`src/rtl/qis_pkg.sv`:
```
package qis_pkg;
  typedef enum logic [1:0] {
    ST_IDLE,
    ST_BUSY,
    ST_DONE
  } qis_state_e;

  localparam logic [1:0] SZ_ILLEGAL = 2'b11;
  localparam logic [3:0] IDX_NO_WB  = 4'd15;
  localparam logic [3:0] IDX_STEP32 = 4'd13;
endpackage

```
`src/rtl/qis_align_chk.sv`:
```
module qis_align_chk #(
  parameter int unsigned ADDR_W = 32
) (
  input  logic [ADDR_W-1:0] addr_i,
  input  logic [1:0]        align_i,
  output logic              ok_o
);
  logic [4:0] mask;

  // code 0 -> 1 byte, code n -> 2^(n+2) bytes
  always_comb begin
    if (align_i == 2'd0) mask = 5'd0;
    else                 mask = 5'((6'd1 << (3'(align_i) + 3'd2)) - 6'd1);
  end

  assign ok_o = (addr_i[4:0] & mask) == 5'd0;
endmodule

```
`src/rtl/qis_beat_ctr.sv`:
```
module qis_beat_ctr #(
  parameter int unsigned TOTAL_BYTES = 32,
  localparam int unsigned BEAT_W     = $clog2(TOTAL_BYTES)
) (
  input  logic              clk_i,
  input  logic              rst_ni,
  input  logic              clr_i,
  input  logic              adv_i,
  input  logic [1:0]        size_i,
  output logic [BEAT_W-1:0] beat_o,
  output logic              last_o
);
  logic [BEAT_W-1:0] beat_q;
  logic [BEAT_W:0]   n_beats;

  assign n_beats = (BEAT_W+1)'(TOTAL_BYTES) >> size_i;
  assign last_o  = ({1'b0, beat_q} == n_beats - 1'b1);
  assign beat_o  = beat_q;

  always_ff @(posedge clk_i or negedge rst_ni) begin
    if (!rst_ni)     beat_q <= '0;
    else if (clr_i)  beat_q <= '0;
    else if (adv_i)  beat_q <= beat_q + 1'b1;
  end
endmodule

```
`src/rtl/qis_elem_sel.sv`:
```
module qis_elem_sel #(
  parameter int unsigned VREG_W = 64,
  parameter int unsigned NREG   = 4,
  parameter int unsigned BEAT_W = 5,
  parameter int unsigned DATA_W = 32
) (
  input  logic [NREG*VREG_W-1:0] regs_i,
  input  logic [BEAT_W-1:0]      beat_i,
  input  logic [1:0]             size_i,
  output logic [DATA_W-1:0]      data_o
);
  localparam int unsigned RSEL_W = $clog2(NREG);
  localparam int unsigned SH_W   = $clog2(VREG_W);

  logic [VREG_W-1:0] lane [NREG];
  logic [VREG_W-1:0] sel, shifted;
  logic [BEAT_W-1:0] elem;
  logic [SH_W-1:0]   sh;

  for (genvar g = 0; g < NREG; g++) begin : g_lane
    assign lane[g] = regs_i[g*VREG_W +: VREG_W];
  end

  assign sel     = lane[beat_i[RSEL_W-1:0]];
  assign elem    = beat_i >> RSEL_W;
  assign sh      = SH_W'((32'(elem) * 8) << size_i);
  assign shifted = sel >> sh;

  always_comb begin
    case (size_i)
      2'd0:    data_o = DATA_W'(shifted[7:0]);
      2'd1:    data_o = DATA_W'(shifted[15:0]);
      default: data_o = DATA_W'(shifted[31:0]);
    endcase
  end
endmodule

```
`src/rtl/quad_interleave_store.sv`:
```
module quad_interleave_store
  import qis_pkg::*;
#(
  parameter int unsigned ADDR_W = 32,
  parameter int unsigned VREG_W = 64,
  parameter int unsigned NREG   = 4
) (
  input  logic                   clk_i,
  input  logic                   rst_ni,
  input  logic                   start_i,
  output logic                   accept_o,
  input  logic [NREG*VREG_W-1:0] regs_i,
  input  logic [1:0]             size_i,
  input  logic [ADDR_W-1:0]      base_i,
  input  logic [1:0]             align_i,
  input  logic [3:0]             idx_sel_i,
  input  logic [ADDR_W-1:0]      idx_val_i,
  output logic                   wr_valid_o,
  input  logic                   wr_ready_i,
  output logic [ADDR_W-1:0]      wr_addr_o,
  output logic [31:0]            wr_data_o,
  output logic [1:0]             wr_size_o,
  output logic                   done_o,
  output logic                   fault_o,
  output logic                   undef_o,
  output logic                   wb_en_o,
  output logic [ADDR_W-1:0]      wb_val_o
);
  localparam int unsigned TOTAL_BYTES = NREG * VREG_W / 8;
  localparam int unsigned BEAT_W      = $clog2(TOTAL_BYTES);

  qis_state_e              state_q;
  logic [NREG*VREG_W-1:0]  regs_q;
  logic [ADDR_W-1:0]       base_q, idx_val_q;
  logic [1:0]              size_q;
  logic [3:0]              idx_sel_q;
  logic                    fault_q, undef_q;
  logic                    take, align_ok, bad_size, adv, last;
  logic [BEAT_W-1:0]       beat;

  assign accept_o = (state_q == ST_IDLE);
  assign take     = start_i && accept_o;
  assign bad_size = (size_i == SZ_ILLEGAL);
  assign adv      = (state_q == ST_BUSY) && wr_ready_i;

  qis_align_chk #(.ADDR_W(ADDR_W)) i_align (
    .addr_i (base_i),
    .align_i(align_i),
    .ok_o   (align_ok)
  );

  qis_beat_ctr #(.TOTAL_BYTES(TOTAL_BYTES)) i_ctr (
    .clk_i (clk_i),
    .rst_ni(rst_ni),
    .clr_i (take),
    .adv_i (adv),
    .size_i(size_q),
    .beat_o(beat),
    .last_o(last)
  );

  qis_elem_sel #(
    .VREG_W(VREG_W),
    .NREG  (NREG),
    .BEAT_W(BEAT_W),
    .DATA_W(32)
  ) i_sel (
    .regs_i(regs_q),
    .beat_i(beat),
    .size_i(size_q),
    .data_o(wr_data_o)
  );

  always_ff @(posedge clk_i or negedge rst_ni) begin
    if (!rst_ni) begin
      state_q   <= ST_IDLE;
      regs_q    <= '0;
      base_q    <= '0;
      idx_val_q <= '0;
      size_q    <= '0;
      idx_sel_q <= IDX_NO_WB;
      fault_q   <= 1'b0;
      undef_q   <= 1'b0;
    end else begin
      case (state_q)
        ST_IDLE: if (take) begin
          regs_q    <= regs_i;
          base_q    <= base_i;
          idx_val_q <= idx_val_i;
          size_q    <= size_i;
          idx_sel_q <= idx_sel_i;
          undef_q   <= bad_size;
          // illegal size wins over alignment
          fault_q   <= !bad_size && !align_ok;
          state_q   <= (bad_size || !align_ok) ? ST_DONE : ST_BUSY;
        end
        ST_BUSY: if (adv && last) state_q <= ST_DONE;
        default: state_q <= ST_IDLE;
      endcase
    end
  end

  assign wr_valid_o = (state_q == ST_BUSY);
  assign wr_addr_o  = base_q + (ADDR_W'(beat) << size_q);
  assign wr_size_o  = size_q;
  assign done_o     = (state_q == ST_DONE);
  assign fault_o    = done_o && fault_q;
  assign undef_o    = done_o && undef_q;
  assign wb_en_o    = done_o && !fault_q && !undef_q && (idx_sel_q != IDX_NO_WB);

  always_comb begin
    if (idx_sel_q == IDX_NO_WB)       wb_val_o = base_q;
    else if (idx_sel_q == IDX_STEP32) wb_val_o = base_q + ADDR_W'(TOTAL_BYTES);
    else                              wb_val_o = base_q + idx_val_q;
  end
endmodule

```
`config.mk`:
```
export PLATFORM = sky130hd
export DESIGN_NAME = quad_interleave_store
export DESIGN_NICKNAME = d
export VERILOG_FILES = /design/src/rtl/qis_pkg.sv /design/src/rtl/qis_align_chk.sv /design/src/rtl/qis_beat_ctr.sv /design/src/rtl/qis_elem_sel.sv /design/src/rtl/quad_interleave_store.sv
export SDC_FILE = /design/constraint.sdc
export NUM_CORES = 1
export LEC_CHECK = 0
export CAP_MARGIN = 20
export CORE_UTILIZATION = 40
export CTS_BUF_LIST = sky130_fd_sc_hd__clkbuf_2
export DETAILED_ROUTE_END_ITERATION = 6
export PLACE_DENSITY = 0.76
export SYNTH_ARGS = -nofsm -noshare
export SYNTH_HDL_FRONTEND = slang
export SYNTH_SLANG_ARGS = --single-unit
```
`constraint.sdc`:
```
create_clock -name clk_i -period 6.8 [get_ports clk_i]
set_clock_uncertainty 0.05 [all_clocks]
set_input_delay 1.36 -clock clk_i [delete_from_list [all_inputs] [get_ports clk_i]]
set_output_delay 1.36 -clock clk_i [all_outputs]
set_load 0.01 [all_outputs]
```
==> impl_results.html, run 1 <==
<table>
<tr><th>Metric</th><th>Value</th></tr>
<tr><th colspan="2">Placed design</th></tr>
<tr><td>Worst slack, placed</td><td>1390 ps</td></tr>
<tr><td>Placed Area</td><td>0.0236 mm^2</td></tr>
<tr><td>Final HPWL from detailed placement</td><td>47600 um</td></tr>
<tr><td>Count of input and output buffers</td><td>around 440</td></tr>
<tr><td>Placer's final routability congestion estimate</td><td>between 0.9 and 1</td></tr>
<tr><td>Number of instances in the placed design</td><td>3183</td></tr>
<tr><th colspan="2">Timing</th></tr>
<tr><td>Fmax achieved</td><td>~0.16 GHz</td></tr>
<tr><td>Final setup margin</td><td>~440 ps</td></tr>
<tr><td>Post-layout min period</td><td>between 6000 and 7000 ps</td></tr>
<tr><td>Count of final max-slew check failures</td><td>0</td></tr>
<tr><td>Setup TNS</td><td>0 ps</td></tr>
<tr><td>Final Setup Violations</td><td>0</td></tr>
<tr><td>Max transition margin</td><td>13.5%</td></tr>
<tr><td>Worst-Margin Slew</td><td>approximately 1300 ps</td></tr>
<tr><td>Worst hold margin</td><td>between 200 and 250 ps</td></tr>
<tr><td>Unrepaired setup endpoints after global routing</td><td>false</td></tr>
<tr><td>Post-route clock period utilization</td><td>93.6%</td></tr>
<tr><td>Count of final hold-check violations</td><td>0</td></tr>
<tr><th colspan="2">Logic synthesis</th></tr>
<tr><td>Adder-cell area share of the yosys netlist</td><td>2.93%</td></tr>
<tr><td>Syn nets</td><td>between 2000 and 3000</td></tr>
<tr><td>Sequential area share after synthesis</td><td>44.4%</td></tr>
<tr><td>Count of distinct cell types in the synthesized netlist</td><td>69</td></tr>
<tr><td>Xor/xnor cell area share of the yosys netlist</td><td>3.85%</td></tr>
<tr><td>Gate count after technology mapping</td><td>2268</td></tr>
<tr><td>Combinational family with the most area after synthesis</td><td>simple AND/OR/NAND/NOR gates</td></tr>
<tr><td>Complex-gate fraction of the synthesized area</td><td>7.85%</td></tr>
<tr><td>Synthesized area divided by synthesized cell count</td><td>approximately 8.3 um^2</td></tr>
<tr><td>Fraction of registers with async set/reset</td><td>100%</td></tr>
<tr><td>Warnings, synthesis</td><td>0</td></tr>
<tr><td>Multiplexer fraction of the synthesized cell area</td><td>9.23%</td></tr>
<tr><td>Area share of and/or/nand/nor cells after synthesis</td><td>28.4%</td></tr>
<tr><td>Post-synth design cell area</td><td>0.0189 mm^2</td></tr>
<tr><td>Number of enable-type register cells in the synthesized netlist</td><td>0</td></tr>
<tr><td>Total of flip-flops plus latches after synthesis</td><td>between 300 and 400</td></tr>
<tr><td>Dominant synthesized flop cell</td><td>sky130_fd_sc_hd__dfrtp_1</td></tr>
<tr><th colspan="2">Global route</th></tr>
<tr><td>First-pass GRT wire length</td><td>99400 um</td></tr>
<tr><td>Total overflow reported by the global router</td><td>0</td></tr>
<tr><td>All-layer global routing usage</td><td>27.1%</td></tr>
<tr><td>Number of antenna violations at the first check in global routing</td><td>4</td></tr>
<tr><td>Via count of the first global-routing pass</td><td>17890</td></tr>
<tr><td>Maximum number of pins on one net before global-route repair</td><td>roughly 220</td></tr>
<tr><th colspan="2">Clock tree</th></tr>
<tr><td>Gates resized, CTS repair</td><td>0</td></tr>
<tr><td>Longest Clk Path Bufs</td><td>3</td></tr>
<tr><td>Root Buffer</td><td>sky130_fd_sc_hd__clkbuf_2</td></tr>
<tr><td>Source-to-sink clock delay at the later pin of the worst-skew pair</td><td>1050 ps</td></tr>
<tr><td>Clock net sink count</td><td>335</td></tr>
<tr><td>Post-CTS Hold Buffers</td><td>0</td></tr>
<tr><td>Number of H-tree levels</td><td>3</td></tr>
<tr><td>Clock-pin slew on the worst setup and hold paths</td><td>120 ps</td></tr>
<tr><td>Clock tree from TritonCTS</td><td>done</td></tr>
<tr><td>Inserted Clock Buffers</td><td>89</td></tr>
<tr><th colspan="2">Worst hold path</th></tr>
<tr><td>Worst hold path type</td><td>in2async</td></tr>
<tr><th colspan="2">Setup path</th></tr>
<tr><td>Largest incremental delay on the critical path</td><td>~620 ps</td></tr>
<tr><td>Library cell contributing the largest single delay on the critical path</td><td>sky130_fd_sc_hd__dfrtp_1</td></tr>
<tr><td>Largest fanout on the critical path</td><td>12</td></tr>
<tr><td>Crit path cell chain</td><td>inv_1 &gt; nor2_1 &gt; nand2_1 &gt; o21ai_0 &gt; ha_1 &gt; a21oi_1 &gt; o21ai_0 &gt; nor3b_1 &gt; o21ai_1 &gt; nor3_1 &gt; xor2_1 &gt; clkdlybuf4s50_1</td></tr>
<tr><td>Reg2reg end</td><td>regs_q[112]$_DFFE_PN0P_</td></tr>
<tr><td>Crit Path Category</td><td>reg2out</td></tr>
<tr><td>Depth of the worst register-to-register path</td><td>5</td></tr>
<tr><td>Worst endpoint required time</td><td>5390 ps</td></tr>
<tr><td>Internal reg-to-reg setup slack</td><td>4310 ps</td></tr>
<tr><td>Category of the worst setup path launch point</td><td>flop</td></tr>
<tr><td>Crit Reg-Reg Startpoint</td><td>state_q[1]$_DFFE_PN0P_</td></tr>
<tr><td>Buffer and inverter count on the worst path</td><td>2</td></tr>
<tr><td>WP data arrival</td><td>a little under 5000 ps</td></tr>
<tr><td>CP Capture Type</td><td>output port</td></tr>
<tr><td>Crit path max-delay family</td><td>simple AND/OR/NAND/NOR gates</td></tr>
<tr><td>Most numerous cell on the critical path</td><td>sky130_fd_sc_hd__o21ai_0</td></tr>
<tr><th colspan="2">Detailed routing</th></tr>
<tr><td>Number of remaining DRC errors</td><td>0</td></tr>
<tr><td>Total via count after detailed routing</td><td>17699</td></tr>
<tr><td>Antenna viol nets, final</td><td>0</td></tr>
<tr><td>Average vias per placed instance</td><td>5.31</td></tr>
<tr><td>1st-iter DRT viols</td><td>1784</td></tr>
<tr><td>Count of TritonRoute iterations in the first routing pass</td><td>5</td></tr>
<tr><td>Routed wire length</td><td>64500 um</td></tr>
<tr><td>Mean routed wirelength per cell</td><td>between 15 and 20 um</td></tr>
<tr><th colspan="2">Run</th></tr>
<tr><td>Count of max-cap constraint violations</td><td>0</td></tr>
<tr><th colspan="2">Run status</th></tr>
<tr><td>Run status</td><td>finished clean</td></tr>
<tr><th colspan="2">Final layout</th></tr>
<tr><td>Non-Filler Instances</td><td>3336</td></tr>
<tr><td>Final std cell area, no fill</td><td>0.0244 mm^2</td></tr>
<tr><td>Post-layout net count</td><td>3043</td></tr>
<tr><td>Area delta synth-&gt;final</td><td>29.2%</td></tr>
<tr><td>Share of the core filled with cells</td><td>roughly 52%</td></tr>
<tr><td>Fraction of final layout cells with drive strength greater than 1</td><td>9.28%</td></tr>
<tr><th colspan="2">Floorplanning</th></tr>
<tr><td>Overall die area</td><td>slightly below 0.05 mm^2</td></tr>
<tr><td>Row Count</td><td>79</td></tr>
<tr><td>Io pins</td><td>436</td></tr>
<tr><td>Floorplan die width</td><td>219 um</td></tr>
<tr><td>Initial cell density of the core</td><td>about two fifths</td></tr>
<tr><td>Std-Cell Core Area</td><td>0.0466 mm^2</td></tr>
<tr><td>Vertical die dimension</td><td>219 um</td></tr>
<tr><th colspan="2">Power and ir drop</th></tr>
<tr><td>Maximum VDD drop</td><td>590 uV</td></tr>
<tr><td>P_leak</td><td>11.8 nW</td></tr>
<tr><td>PnR Total Power</td><td>about 12 mW</td></tr>
<tr><td>P per Cell Area</td><td>480 mW/mm^2</td></tr>
</table>
-- logic make-up after synthesis --
logic type / count (synthesis)
AND/OR/NAND/NOR: 1343
AO/OA/AOI/OAI: 222
buffers and inverters: 158
adder cells (fa/ha/maj): 43
XOR/XNOR: 83
flip-flops: 335
multiplexers: 84
-- placed cells by master (no fill, tap or decap), drive strengths merged, types with 6 or more instances in the layout --
cell           count
a211oi             8
a21boi            10
a21o              30
a21oi             61
a311oi            18
a31oi              9
and2              19
and3              24
buf               20
clkbuf           124
clkdlybuf4s50    434
clkinv            20
dfrtp            331
ha                41
inv               16
mux2i             10
mux4              72
nand2           1148
nand3             19
nand4             13
nor2              70
nor2b              6
nor3              19
o211ai             7
o21a               8
o21ai             41
o21bai             9
xnor2             38
xor2              45
-- area by class of cell --
class	instances	area, um^2
antenna	3	7.51
clock buffer	124	621
clock inverter	25	139
fill	4315	22100
inverter	13	48.8
multi-input combinational	1775	9900
sequential	335	8400
tap	607	759
timing repair buffer	454	4550
-- worst register-to-register path, cell delays in order, from the launching register on --
cell and delay (ps):
sky130_fd_sc_hd__dfrtp_1 410, sky130_fd_sc_hd__nor2_1 430, sky130_fd_sc_hd__and2_4 520, sky130_fd_sc_hd__buf_4 700
sky130_fd_sc_hd__nand2_1 220, sky130_fd_sc_hd__nand2_1 100
-- sequential cells by signal, indices dropped and copies added, names as in the netlist --
signal        flops
wr_size_o         2
fault_q           1
regs_q          256
idx_sel_q         4
undef_q           1
base_q           32
idx_val_q        32
i_ctr.beat_o      5
state_q           2
-- where the power goes --
| group | internal [mW] | switching (mW) | total (mW) |
|---|---|---|---|
| clock | 0.530 | 0.878 | 1.41 |
| sequential | 2.90 | 0.757 | 3.66 |
| combinational | 3.05 | 3.61 | 6.67 |
-- layer usage --
metal,vias up,global-route usage (%),wire length (um)
met2,799,45.2,31400
met1,8491,34.4,25900
li1,8290,-,-
met4,4,9.63,1900
met3,115,6.00,5330
met5,-,0,27
-- how the worst max path moves through the flow --
stage                                 from       endpoint  slack [ps]  cells after the start
6_report          wr_size_o[0]$_DFFE_PN0P_  wr_addr_o[27]         440                     12
5_1_grt        i_ctr.beat_o[0]$_DFFE_PN0P_  wr_addr_o[27]          20                     11
4_1_cts        i_ctr.beat_o[0]$_DFFE_PN0P_  wr_addr_o[27]         100                     11
3_5_place_dp   i_ctr.beat_o[0]$_DFFE_PN0P_  wr_addr_o[27]        1390                     11
3_3_place_gp   i_ctr.beat_o[0]$_DFFE_PN0P_  wr_addr_o[27]        1370                     11
2_1_floorplan  i_ctr.beat_o[1]$_DFFE_PN0P_  wr_addr_o[14]        2160                     13
-- synth_stat cells, types with 3 or more instances --
cell type                  count  share of area (%)
sky130_fd_sc_hd__nand2_1    1148                 23
sky130_fd_sc_hd__dfrtp_1     331                 44
sky130_fd_sc_hd__clkbuf_1    116                2.3
sky130_fd_sc_hd__mux4_2       72                8.6
sky130_fd_sc_hd__nor2_1       70                1.4
sky130_fd_sc_hd__a21oi_1      57                1.5
sky130_fd_sc_hd__xor2_1       45                2.1
sky130_fd_sc_hd__ha_1         41                2.7
sky130_fd_sc_hd__xnor2_1      38                1.8
sky130_fd_sc_hd__o21ai_0      36               0.95
sky130_fd_sc_hd__a21o_1       30                1.2
sky130_fd_sc_hd__and3_1       24               0.79
sky130_fd_sc_hd__buf_2        23               0.61
sky130_fd_sc_hd__and2_1       19               0.63
sky130_fd_sc_hd__a311oi_1     18               0.83
sky130_fd_sc_hd__nand3_1      18               0.48
sky130_fd_sc_hd__nor3_1       18               0.48
sky130_fd_sc_hd__inv_1        13               0.26
sky130_fd_sc_hd__nand4_1      13               0.43
sky130_fd_sc_hd__a21boi_0     10               0.40
sky130_fd_sc_hd__mux2i_1      10               0.53
sky130_fd_sc_hd__o21bai_1      9               0.36
sky130_fd_sc_hd__a31oi_1       8               0.26
sky130_fd_sc_hd__o21a_1        8               0.32
sky130_fd_sc_hd__a211oi_1      6               0.24
sky130_fd_sc_hd__nor2b_1       6               0.20
sky130_fd_sc_hd__o211ai_1      6               0.24
sky130_fd_sc_hd__o21ai_1       5               0.13
sky130_fd_sc_hd__a21oi_2       4               0.19
sky130_fd_sc_hd__and4_1        4               0.19
sky130_fd_sc_hd__dfstp_2       4               0.56
sky130_fd_sc_hd__nor4_1        4               0.13
sky130_fd_sc_hd__or3_1         3              0.099
sky130_fd_sc_hd__or4_1         3               0.12
-- repair_timing --
item / CTS / global route
setup endpoints to repair: 0 / 4
hold endpoints to repair: 0 / 0
buffers inserted: 0 / 1
(Power assumes the default switching activity.)
==> inputs of run 2 (changes only) <==
==> constraint.sdc (replaced) <==
create_clock -name clk_i -period 6.8 [get_ports clk_i]
set_clock_uncertainty 0.05 [all_clocks]
set_input_delay 1.36 -clock clk_i [delete_from_list [all_inputs] [get_ports clk_i]]
set_output_delay 1.36 -clock clk_i [all_outputs]
set_load 0.02 [all_outputs]
==> impl_results.html, run 2 (synthesis results as in run 1) <==
<table>
<tr><th>Metric</th><th>Value</th></tr>
<tr><th colspan="2">Run status</th></tr>
<tr><td>Run status</td><td>finished clean</td></tr>
<tr><th colspan="2">Detailed routing</th></tr>
<tr><td>Mean routed wirelength per cell</td><td>19.6 um</td></tr>
<tr><td>1st-iter DRT viols</td><td>1604</td></tr>
<tr><td>Antenna viol nets, final</td><td>0</td></tr>
<tr><td>Total via count after detailed routing</td><td>17858</td></tr>
<tr><td>Routed wire length</td><td>around 65000 um</td></tr>
<tr><td>Average vias per placed instance</td><td>~5.3</td></tr>
<tr><td>Count of TritonRoute iterations in the first routing pass</td><td>5</td></tr>
<tr><td>Number of remaining DRC errors</td><td>0</td></tr>
<tr><th colspan="2">Setup path</th></tr>
<tr><td>Category of the worst setup path launch point</td><td>flop</td></tr>
<tr><td>Largest incremental delay on the critical path</td><td>610 ps</td></tr>
<tr><td>Crit Path Category</td><td>reg2out</td></tr>
<tr><td>Crit path cell chain</td><td>buf_4 &gt; nor2_1 &gt; buf_4 &gt; and2_1 &gt; ha_1 &gt; fa_1 &gt; a21o_1 &gt; a21oi_1 &gt; o21bai_1 &gt; a2111o_1 &gt; nor4b_4 &gt; and3_1 &gt; xor2_1 &gt; clkdlybuf4s50_1</td></tr>
<tr><td>Library cell contributing the largest single delay on the critical path</td><td>sky130_fd_sc_hd__clkdlybuf4s50_1</td></tr>
<tr><td>Most numerous cell on the critical path</td><td>sky130_fd_sc_hd__buf_4</td></tr>
<tr><td>Reg2reg end</td><td>regs_q[142]$_DFFE_PN0P_</td></tr>
<tr><td>CP Capture Type</td><td>output port</td></tr>
<tr><td>Buffer and inverter count on the worst path</td><td>3</td></tr>
<tr><td>Largest fanout on the critical path</td><td>31</td></tr>
<tr><td>Critical Path Source</td><td>wr_size_o[1]$_DFFE_PN0P_</td></tr>
<tr><td>Depth of the worst register-to-register path</td><td>5</td></tr>
<tr><td>Crit path max-delay family</td><td>buffers and inverters</td></tr>
<tr><td>Worst endpoint required time</td><td>5390 ps</td></tr>
<tr><td>WP data arrival</td><td>4950 ps</td></tr>
<tr><td>Internal reg-to-reg setup slack</td><td>3900 ps</td></tr>
<tr><td>Crit Reg-Reg Startpoint</td><td>state_q[1]$_DFFE_PN0P_</td></tr>
<tr><th colspan="2">Timing</th></tr>
<tr><td>Setup TNS</td><td>0 ps</td></tr>
<tr><td>Worst hold margin</td><td>281 ps</td></tr>
<tr><td>Post-layout min period</td><td>6360 ps</td></tr>
<tr><td>Post-route clock period utilization</td><td>93.5%</td></tr>
<tr><td>Fmax achieved</td><td>0.157 GHz</td></tr>
<tr><td>Final Setup Violations</td><td>0</td></tr>
<tr><td>Max transition margin</td><td>between 20% and 30%</td></tr>
<tr><td>Final setup margin</td><td>between 400 and 500 ps</td></tr>
<tr><td>Count of final max-slew check failures</td><td>0</td></tr>
<tr><td>Count of final hold-check violations</td><td>0</td></tr>
<tr><td>Worst-Margin Slew</td><td>1120 ps</td></tr>
<tr><td>Unrepaired setup endpoints after global routing</td><td>false</td></tr>
<tr><th colspan="2">Final layout</th></tr>
<tr><td>Max FFs per register</td><td>256</td></tr>
<tr><td>Leading registers by flop count</td><td>regs_q (256), base_q (32), idx_val_q (32)</td></tr>
<tr><td>Share of the core filled with cells</td><td>between 50% and 60%</td></tr>
<tr><td>Register name with the most flops</td><td>regs_q</td></tr>
<tr><td>Area delta synth-&gt;final</td><td>29.8%</td></tr>
<tr><td>Leading cell type in the layout, fill and taps excluded</td><td>sky130_fd_sc_hd__nand2_1</td></tr>
<tr><td>Commonest non-fill, non-tap cells in the layout</td><td>sky130_fd_sc_hd__nand2_1, sky130_fd_sc_hd__clkdlybuf4s50_1, sky130_fd_sc_hd__dfrtp_1, sky130_fd_sc_hd__clkbuf_2, sky130_fd_sc_hd__mux4_2</td></tr>
<tr><td>Post-layout net count</td><td>3044</td></tr>
<tr><td>Non-Filler Instances</td><td>between 3000 and 4000</td></tr>
<tr><td>Fraction of final layout cells with drive strength greater than 1</td><td>a little under a tenth</td></tr>
<tr><th colspan="2">Clock tree</th></tr>
<tr><td>Clock-pin slew on the worst setup and hold paths</td><td>110 ps</td></tr>
<tr><td>Number of H-tree levels</td><td>3</td></tr>
<tr><td>Inserted Clock Buffers</td><td>90</td></tr>
<tr><td>Root Buffer</td><td>sky130_fd_sc_hd__clkbuf_2</td></tr>
<tr><td>Clock tree from TritonCTS</td><td>done</td></tr>
<tr><td>Clock net sink count</td><td>335</td></tr>
<tr><td>Longest Clk Path Bufs</td><td>3</td></tr>
<tr><td>Source-to-sink clock delay at the later pin of the worst-skew pair</td><td>1010 ps</td></tr>
<tr><th colspan="2">Run</th></tr>
<tr><td>Count of max-cap constraint violations</td><td>0</td></tr>
<tr><th colspan="2">Worst hold path</th></tr>
<tr><td>Worst hold path type</td><td>in2async</td></tr>
<tr><th colspan="2">Floorplanning</th></tr>
<tr><td>Std-Cell Core Area</td><td>approximately 0.047 mm^2</td></tr>
<tr><td>Initial cell density of the core</td><td>40.6%</td></tr>
<tr><td>Vertical die dimension</td><td>219 um</td></tr>
<tr><td>Overall die area</td><td>0.0481 mm^2</td></tr>
<tr><td>Row Count</td><td>79</td></tr>
<tr><td>Floorplan die width</td><td>roughly 220 um</td></tr>
<tr><td>Io pins</td><td>436</td></tr>
<tr><th colspan="2">Global route</th></tr>
<tr><td>Via count of the first global-routing pass</td><td>17995</td></tr>
<tr><td>Met1 routing resource usage after global routing</td><td>33.6%</td></tr>
<tr><td>Grt met2 use</td><td>45.2%</td></tr>
<tr><td>First-pass GRT wire length</td><td>a little under 100000 um</td></tr>
<tr><td>Global route hottest layer</td><td>met2</td></tr>
<tr><td>Met3 track demand over resource</td><td>5.70%</td></tr>
<tr><td>Maximum number of pins on one net before global-route repair</td><td>221</td></tr>
<tr><td>Number of antenna violations at the first check in global routing</td><td>3</td></tr>
<tr><td>All-layer global routing usage</td><td>27.2%</td></tr>
<tr><td>Total overflow reported by the global router</td><td>0</td></tr>
<tr><th colspan="2">Placed design</th></tr>
<tr><td>Number of instances in the placed design</td><td>about 3200</td></tr>
<tr><td>Count of input and output buffers</td><td>435</td></tr>
<tr><td>Final HPWL from detailed placement</td><td>roughly 48000 um</td></tr>
<tr><td>Worst slack, placed</td><td>1260 ps</td></tr>
<tr><td>Placer's final routability congestion estimate</td><td>0.939</td></tr>
<tr><th colspan="2">Power and ir drop</th></tr>
<tr><td>P_leak</td><td>11.8 nW</td></tr>
<tr><td>P per Cell Area</td><td>between 500 and 600 mW/mm^2</td></tr>
<tr><td>Maximum VDD drop</td><td>582 uV</td></tr>
</table>
## run 2: final cells by class
| type | count | area, um^2 |
|---|---|---|
| well taps | 607 | 759 |
| clock buffers | 128 | 641 |
| flip-flops and latches | 335 | 8400 |
| fillers | 4317 | 22000 |
| diodes | 5 | 12.5 |
| multi-input cells | 1775 | 9910 |
| repair buffers | 454 | 4560 |
| clock inverters | 26 | 191 |
| inverters | 13 | 48.8 |
## run 2: layer usage
layer  part of all wire, %  wire (um)  vias up
li1                      -          -     8284
met1                    39      25600     8583
met2                    48      31600      861
met3                   8.7       5670      130
met4                   3.8       2470        0
met5                     0          0        -
## run 2: how the worst max path moves through the flow
stage                          to  slack, ps  cells past startpoint
floorplan           wr_addr_o[14]       2020                     13
global placement    wr_addr_o[27]       1250                     11
detailed placement  wr_addr_o[27]       1260                     11
CTS                 wr_addr_o[27]         50                     11
global route        wr_addr_o[26]         80                     13
finish              wr_addr_o[14]        440                     14
## run 2: power by group
group	leakage [nW]	internal (mW)	switching, mW
combinational	7.06	3.06	4.07
clock	0.631	0.622	0.882
sequential	4.12	2.90	0.756
total	11.8	6.58	5.71
## run 2: through the flow
step	cell area [um^2]	power, mW
after floorplan	18900	7.84
after global placement	23700	10.6
after detailed placement	23700	10.8
after CTS	24500	12.3
after global routing	24500	13.1
final	24500	12.3
## run 2: repair_timing
| item | 4_1_cts | 5_1_grt |
|---|---|---|
| setup endpoints to repair | 1 | 1 |
| setup buffers | 0 | 1 |
| hold buffers | 0 | 0 |
| resized for setup | 1 | 1 |
